[config.mk]
export PLATFORM = sky130hd
export DESIGN_NAME = vl_set_unit
export DESIGN_NICKNAME = d
export VERILOG_FILES = /design/src/rtl/vl_pkg.sv /design/src/rtl/vl_calc.sv /design/src/rtl/vl_state.sv /design/src/rtl/vl_resp.sv /design/src/rtl/vl_set_unit.sv
export SDC_FILE = /design/constraint.sdc
export NUM_CORES = 1
export LEC_CHECK = 0
export BUFFER_PORTS_ARGS = -buffer_cell sky130_fd_sc_hd__buf_4
export CORE_ASPECT_RATIO = 0.9
export CORE_MARGIN = 5
export CORE_UTILIZATION = 48
export CTS_BUF_LIST = sky130_fd_sc_hd__clkbuf_16
export CTS_CLUSTER_DIAMETER = 120
export CTS_CLUSTER_SIZE = 25
export DETAILED_ROUTE_END_ITERATION = 6
export MAX_ROUTING_LAYER = met4
export PLACE_DENSITY = 0.89
export SYNTH_ARGS = -nofsm -noshare
export SYNTH_HDL_FRONTEND = slang
export SYNTH_HIERARCHICAL = 1
export SYNTH_SLANG_ARGS = --single-unit
[constraint.sdc]
create_clock -name clk_i -period 1.8 [get_ports clk_i]
set_input_delay 0.27 -clock clk_i [delete_from_list [all_inputs] [get_ports clk_i]]
set_output_delay 0.27 -clock clk_i [all_outputs]
set_load 0.01 [all_outputs]
[src/rtl/vl_pkg.sv]
package vl_pkg;
  typedef enum logic [1:0] {
    SEL_ZERO = 2'd0,
    SEL_REQ  = 2'd1,
    SEL_HALF = 2'd2,
    SEL_MAX  = 2'd3
  } vl_sel_e;
endpackage

[src/rtl/vl_calc.sv]
module vl_calc
  import vl_pkg::*;
#(
  parameter int XLEN  = 64,
  parameter int IMM_W = 11
) (
  input  logic [XLEN-1:0]  avl_i,
  input  logic [IMM_W-1:0] maxvl_i,
  input  logic             src_zero_i,
  output logic [IMM_W-1:0] vl_o,
  output logic             err_o
);
  // one extra bit: doubled max and avl+1 never wrap
  localparam int CW = XLEN + 1;

  logic [CW-1:0] avl_w, max_w, dbl_w, half_w;
  vl_sel_e       sel;

  always_comb begin
    avl_w  = {1'b0, avl_i};
    max_w  = CW'(maxvl_i);
    dbl_w  = max_w << 1;
    half_w = (avl_w + CW'(1)) >> 1;
  end

  always_comb begin
    if (maxvl_i == '0)       sel = SEL_ZERO;
    else if (src_zero_i)     sel = SEL_MAX;
    else if (avl_w <= max_w) sel = SEL_REQ;
    else if (avl_w < dbl_w)  sel = SEL_HALF;
    else                     sel = SEL_MAX;
  end

  always_comb begin
    unique case (sel)
      SEL_ZERO: vl_o = '0;
      SEL_REQ:  vl_o = avl_w[IMM_W-1:0];
      SEL_HALF: vl_o = half_w[IMM_W-1:0];
      default:  vl_o = maxvl_i;
    endcase
    err_o = (sel == SEL_ZERO);
  end
endmodule

[src/rtl/vl_state.sv]
module vl_state #(
  parameter int IMM_W = 11
) (
  input  logic             clk_i,
  input  logic             rst_ni,
  input  logic             load_i,
  input  logic [IMM_W-1:0] vl_d_i,
  output logic [IMM_W-1:0] vl_o
);
  always_ff @(posedge clk_i or negedge rst_ni) begin
    if (!rst_ni)     vl_o <= '0;
    else if (load_i) vl_o <= vl_d_i;
  end
endmodule

[src/rtl/vl_resp.sv]
module vl_resp #(
  parameter int XLEN  = 64,
  parameter int IMM_W = 11
) (
  input  logic             clk_i,
  input  logic             rst_ni,
  input  logic             load_i,
  input  logic             ready_i,
  input  logic [IMM_W-1:0] vl_d_i,
  input  logic             err_d_i,
  output logic             valid_o,
  output logic [XLEN-1:0]  vl_o,
  output logic             err_o
);
  always_ff @(posedge clk_i or negedge rst_ni) begin
    if (!rst_ni) begin
      valid_o <= 1'b0;
      vl_o    <= '0;
      err_o   <= 1'b0;
    end else if (load_i) begin
      valid_o <= 1'b1;
      vl_o    <= XLEN'(vl_d_i);
      err_o   <= err_d_i;
    end else if (ready_i) begin
      valid_o <= 1'b0;
    end
  end
endmodule

[src/rtl/vl_set_unit.sv]
module vl_set_unit #(
  parameter int XLEN  = 64,
  parameter int IMM_W = 11
) (
  input  logic             clk_i,
  input  logic             rst_ni,
  input  logic             req_valid_i,
  output logic             req_ready_o,
  input  logic [XLEN-1:0]  req_avl_i,
  input  logic [IMM_W-1:0] req_maxvl_i,
  input  logic             req_src_zero_i,
  output logic             resp_valid_o,
  input  logic             resp_ready_i,
  output logic [XLEN-1:0]  resp_vl_o,
  output logic             resp_err_o,
  output logic [IMM_W-1:0] vl_o
);
  logic             accept;
  logic [IMM_W-1:0] vl_next;
  logic             err_next;

  assign req_ready_o = ~resp_valid_o | resp_ready_i;
  assign accept      = req_valid_i & req_ready_o;

  vl_calc #(.XLEN(XLEN), .IMM_W(IMM_W)) u_calc (
    .avl_i      (req_avl_i),
    .maxvl_i    (req_maxvl_i),
    .src_zero_i (req_src_zero_i),
    .vl_o       (vl_next),
    .err_o      (err_next)
  );

  vl_state #(.IMM_W(IMM_W)) u_state (
    .clk_i  (clk_i),
    .rst_ni (rst_ni),
    .load_i (accept),
    .vl_d_i (vl_next),
    .vl_o   (vl_o)
  );

  vl_resp #(.XLEN(XLEN), .IMM_W(IMM_W)) u_resp (
    .clk_i   (clk_i),
    .rst_ni  (rst_ni),
    .load_i  (accept),
    .ready_i (resp_ready_i),
    .vl_d_i  (vl_next),
    .err_d_i (err_next),
    .valid_o (resp_valid_o),
    .vl_o    (resp_vl_o),
    .err_o   (resp_err_o)
  );
endmodule

Word-level counts from Yosys, hierarchy flattened
Index checks and enable logic that the tools add are counted.

Output and inout port bits: 78. Register bits: 13. Bits of input ports: 80. Logic and storage cells: 21.

Reduce and logical (&&, ||, !) cells: 3. Bitwise gates (word level): 3. Add/sub/neg operators: 1. Muxes and demuxes: 7. Order comparisons: 2. Eq/ne operators: 2.

Operator list (number): $le 64x11->1 (1); $lt 64x12->1 (1); $pmux 11 s3 (1); $add 12x1->12 const B (1); $logic_not 11->1 (1); $mux 2 (3); $mux 1 (3); $eq 2x1->1 const B (1); $eq 2x2->1 const B (1); $logic_not 2->1 (1); $reduce_bool 2->1 (1); $and 1x1->1 (1); $not 1->1 (1); $or 1x1->1 (1).

Logic depth before layout (Yosys ltp)
Word-level depth: 7. Mapped depth: 11. Mapped depth without buffers: 10.

Hierarchy
The synthesis kept the hierarchy.

By module, submodules not included: vl_calc (sequential area each 0.0 sq um, area each 1234.9 sq um, times used 1, cells an instance 171); vl_resp (sequential area each 325.3 sq um, area each 919.6 sq um, times used 1, cells an instance 82); vl_state (sequential area each 275.3 sq um, area each 447.9 sq um, times used 1, cells an instance 23); vl_set_unit (sequential area each 0.0 sq um, area each 22.5 sq um, times used 1, cells an instance 2).

Worst setup path before layout
No wires, ideal clock.

Path type: input to register. Start point: in req_maxvl_i[9]. End point: reg u_resp.vl_o[5]. Stages: 11. Arrival: 2387 ps. Data required time: 1735 ps. Library setup time: 65 ps. Path buffers: 1. Path slack: -652 ps. Cell sequence: inv_1 ha_1 a21o_1 a21oi_1 o21ai_0 o31ai_2 and2_1 clkbuf_1 nor3_1 a2111oi_2 mux2_4.

Word-level cells in the longest chain between the ends: 7. Elaborated cells on any way between the ends: 11. Classes of those cells: order compare (2); eq/ne (2); mux (5); reduce/logical (2).

Ends and longest elaborated chain: start, declared (RTL line vl_set_unit.sv:10) `input logic [IMM_W-1:0] req_maxvl_i,`; $lt 64x12->1 (RTL line vl_calc.sv:30) `else if (avl_w < dbl_w) sel = SEL_HALF;`; $mux 1 (RTL line vl_calc.sv:30); $mux 2 (RTL line vl_calc.sv:29) `else if (avl_w <= max_w) sel = SEL_REQ;`; $mux 2 (RTL line vl_calc.sv:28) `else if (src_zero_i) sel = SEL_MAX;`; $mux 2 * (RTL line vl_calc.sv:27) `if (maxvl_i == '0) sel = SEL_ZERO;`; $eq 2x2->1, or another cell as far along (RTL line vl_calc.sv:35) `unique case (sel)`; $pmux 11 s3 * (RTL line vl_calc.sv:35); named net vl_next[5] (RTL line vl_set_unit.sv:19) `logic [IMM_W-1:0] vl_next;`; end signal, assigned (RTL line vl_resp.sv:22) `vl_o <= XLEN'(vl_d_i);`; end, declared (RTL line vl_resp.sv:12) `output logic [XLEN-1:0] vl_o,`.

Mark *: on every way through the listed nets, which the timed path passes. The rest lies on a longest branch. A chain may end at the register's enable or synchronous reset.

Worst setup path after layout
Start point: in req_avl_i[52]. End point: reg u_resp.vl_o[5].

Word-level cells in the longest chain between the ends: 7. Elaborated cells on any way between the ends: 10. Classes of those cells: order compare (2); eq/ne (2); mux (5); reduce/logical (1).

Ends and longest elaborated chain: start, declared (RTL line vl_set_unit.sv:9) `input logic [XLEN-1:0] req_avl_i,`; $lt 64x12->1 (RTL line vl_calc.sv:30); $mux 1 (RTL line vl_calc.sv:30); $mux 2 * (RTL line vl_calc.sv:29); $mux 2 * (RTL line vl_calc.sv:28); $mux 2 * (RTL line vl_calc.sv:27); $eq 2x2->1, or another cell as far along (RTL line vl_calc.sv:35); $pmux 11 s3 * (RTL line vl_calc.sv:35); named net vl_next[5] (RTL line vl_set_unit.sv:19).

Marked as above.

==> reports/results.tsv <==
stage	metric	value	unit
outcome	status	finished, violations left	
outcome	violations	negative setup slack	
logic_synthesis	yosys_warnings	6	
global_routing	grt.overflow.total	0	
critical_path	arrival	2.55	ns
detailed_routing	drtAntennaViolNets	0	
critical_path	rrSetupSlack	0.34	ns
global_routing	track_usage	28.1	%
detailed_routing	first_iter_violations	230	
logic_synthesis	ys_types	50	
logic_synthesis	synth_seq_cells	24	
sta	max_freq	425	MHz
global_routing	grt_max_degree	25	
global_routing	grt_pass1_vias	3040	
pwr	leakage	2.16	nW
hold_path	hp-class	in2reg	
floorplan	dieArea	7050	µm²
logic_synthesis	synth_top_flop_cell	dfrtp_1	
floorplan	io_pins	158	
logic_synthesis	syn_area_per_cell	9.44	µm²
critical_path	cp-end-kind	flop	
placed_design	gpl.final_weighted_congestion	0.935	
floorplan	dieWidth	88.0	µm
sta	fin_setup_tns	-10.46	ns
critical_path	crit_slowest_cell	or4_4	
critical_path	worst-setup-path-type	in2reg	
logic_synthesis	syn-cell-area	2630	µm²
sta	setup_viol	22	
detailed_routing	firstDrtPassIters	4	
logic_synthesis	synth_top_area_share	22.9	%
logic_synthesis	synthCells	278	
clocking	numCtsBuffers	3	
global_routing	antenna_found_initial	0	
sta	fin_skew	0.00626	ns
clocking	clk_latency	0.26	ns
sta	slew_violations	0	
logic_synthesis	synth_area_leaders	dfrtp_1 23%, buf_4 15%, mux2_4 11%	
sta	timing.hold.ws	0.303	ns
cells_and_area	drive_gt1_share	62.7	%
pwr	p_per_area	477	nW/µm²
global_routing	grt_pass1_wl	14.7	mm
floorplan	die_y	80.2	µm
flow_run	cap_violations	0	
logic_synthesis	ys_seq_area_share	22.9	%
critical_path	setup.worst_path.start	req_avl_i[52]	
detailed_routing	drc	0	
critical_path	crit_required	2.00	ns
floorplan	core	5290	µm²
logic_synthesis	synth.most_common_cell	buf_4	
critical_path	r2r-start	u_resp/valid_o$_DFFE_PN0P_	
floorplan	rows	25	
cells_and_area	antenna_cells	0	
clocking	clockRootBuffer	clkbuf_16	
clocking	clk_pin_slew	0.07	ns
detailed_routing	routedWlPerCell	22.3	µm
critical_path	rr_worst_depth	3	
logic_synthesis	synth_edf_count	0	
critical_path	slowest_delay	0.53	ns
clocking	cts_tree	built	
clocking	cts.sinks	24	
sta	fin_crit	2.35	ns
pwr	ir_drop	0.610	mV
logic_synthesis	synth_top_cell_by_area	dfrtp_1	
detailed_routing	wl	11.5	mm
logic_synthesis	async_reset_ff_share	100	%
critical_path	crit_fanout	6	
cells_and_area	nets	553	
clocking	htreeDepth	1	
critical_path	path_cells	buf_4 -> nor4_1 -> nand2_1 -> or4_4 -> nor3_4 -> a22oi_2 -> buf_12 -> a2111oi_4 -> mux2_4	
detailed_routing	avgViaCountPerCell	5.71	
sta	finalHoldViolCount	0	
critical_path	r2r-end	u_resp/err_o$_DFFE_PN0P_	
sta	layout_setup_ws	-0.553	ns
logic_synthesis	synth_common_cells	53 x buf_4, 24 x dfrtp_1, 22 x ha_1	
cells_and_area	syn_to_final_growth	74.5	%
sta	fin_crit_sh	131	%
critical_path	start_kind	primary input	
critical_path	endpoint	u_resp/vl_o[5]$_DFFE_PN0P_	
detailed_routing	vias	2954	
placed_design	hpwl	6.83	mm
clocking	cts_max_path_buffers	2	
sta	rsz0062_at_grt	true	
cells_and_area	fin_util	86.7	%
floorplan	start_util	49.7	%
placed_design	io_buffers	104	
==> layout make-up <==
class	instances	area (µm²)
multi-input combinational	234	2320
inverter	13	66.3
clock inverter	1	3.75
sequential	24	601
fill	242	706
tap	67	83.8
timing repair buffer	175	1430
clock buffer	3	75.1
==> per-stage QoR <==
stage          worst slack, ns  total power, mW  instances  area [µm²]
6_report                -0.553             2.19        517        4580
3_3_place_gp            -0.770             1.48        498        3850
4_1_cts                 -0.398             2.08        510        4280
5_1_grt                 -0.639             2.27        517        4580
3_5_place_dp            -0.849             1.52        498        3850
2_1_floorplan           -0.518             1.16        330        3000
==> per-layer routing <==
layer | GRT usage, % | part of all wire [%]
met4 | 16.6 | 5.0
met3 | 4.82 | 9.2
met1 | 29.4 | 34
met5 | - | 0
met2 | 49.1 | 52
==> cell families (layout without fill, tap and decap cells) <==
kind of cell	count (synthesis)	count (layout)	synth area share (%)
other	1	53	0.143
flip-flops	24	24	22.9
multiplexers	29	29	14.9
XOR/XNOR	3	3	1.00
AO/OA/AOI/OAI	49	49	13.9
adder cells (fa/ha/maj)	22	22	10.5
AND/OR/NAND/NOR	78	78	17.6
buffers and inverters	72	192	19.1
==> power by group <==
| part | internal, mW | switching, mW |
|---|---|---|
| Sequential | 0.618 | 0.0597 |
| Clock | 0.297 | 0.191 |
| Combinational | 0.537 | 0.484 |
| Total | 1.45 | 0.735 |
==> worst min-delay path by stage <==
stage | endpoint | cells past startpoint | startpoint
floorplan | u_resp/err_o$_DFFE_PN0P_ | 0 | rst_ni
global route | u_resp/valid_o$_DFFE_PN0P_ | 3 | resp_ready_i
finish | u_resp/valid_o$_DFFE_PN0P_ | 3 | resp_ready_i
detailed placement | u_resp/vl_o[4]$_DFFE_PN0P_ | 1 | rst_ni
CTS | u_resp/valid_o$_DFFE_PN0P_ | 3 | resp_ready_i
global placement | u_state/vl_o[4]$_DFFE_PN0P_ | 1 | rst_ni
==> sequential cells by signal, summed over array words and instances, names as in the netlist <==
register	cells
u_resp/err_o	1
u_state/vl_o	11
u_resp/vl_o	11
u_resp/valid_o	1
==> what timing repair did <==
item	CTS	global route
setup buffers	7	8
gates cloned	0	1
endpoints found under the hold margin	24	0
resized for setup	58	40
pin swaps	21	29
setup endpoints to repair	22	22
hold buffers	1	0
==> worst max-delay path, delay by kind of cell <==
| family | cells | cell delay, ns |
|---|---|---|
| compound gates | 2 | 0.57 |
| buf+inv | 2 | 0.29 |
| mux | 1 | 0.23 |
| simple gates | 4 | 1.18 |
==> cells in the final DEF (no fill, tap or decap), types with 5 or more instances in the layout <==
master,count
nand4_1,6
a21o_1,5
ha_4,8
nor2_1,8
nand3_1,5
buf_4,153
ha_1,14
nor4_1,5
nor4_4,7
buf_6,17
dfrtp_1,24
nor4_2,5
inv_1,8
mux2_4,23
conb_1,53
a21oi_1,7
nand2_1,12
No activity file was read; power rests on OpenSTA's default activity.
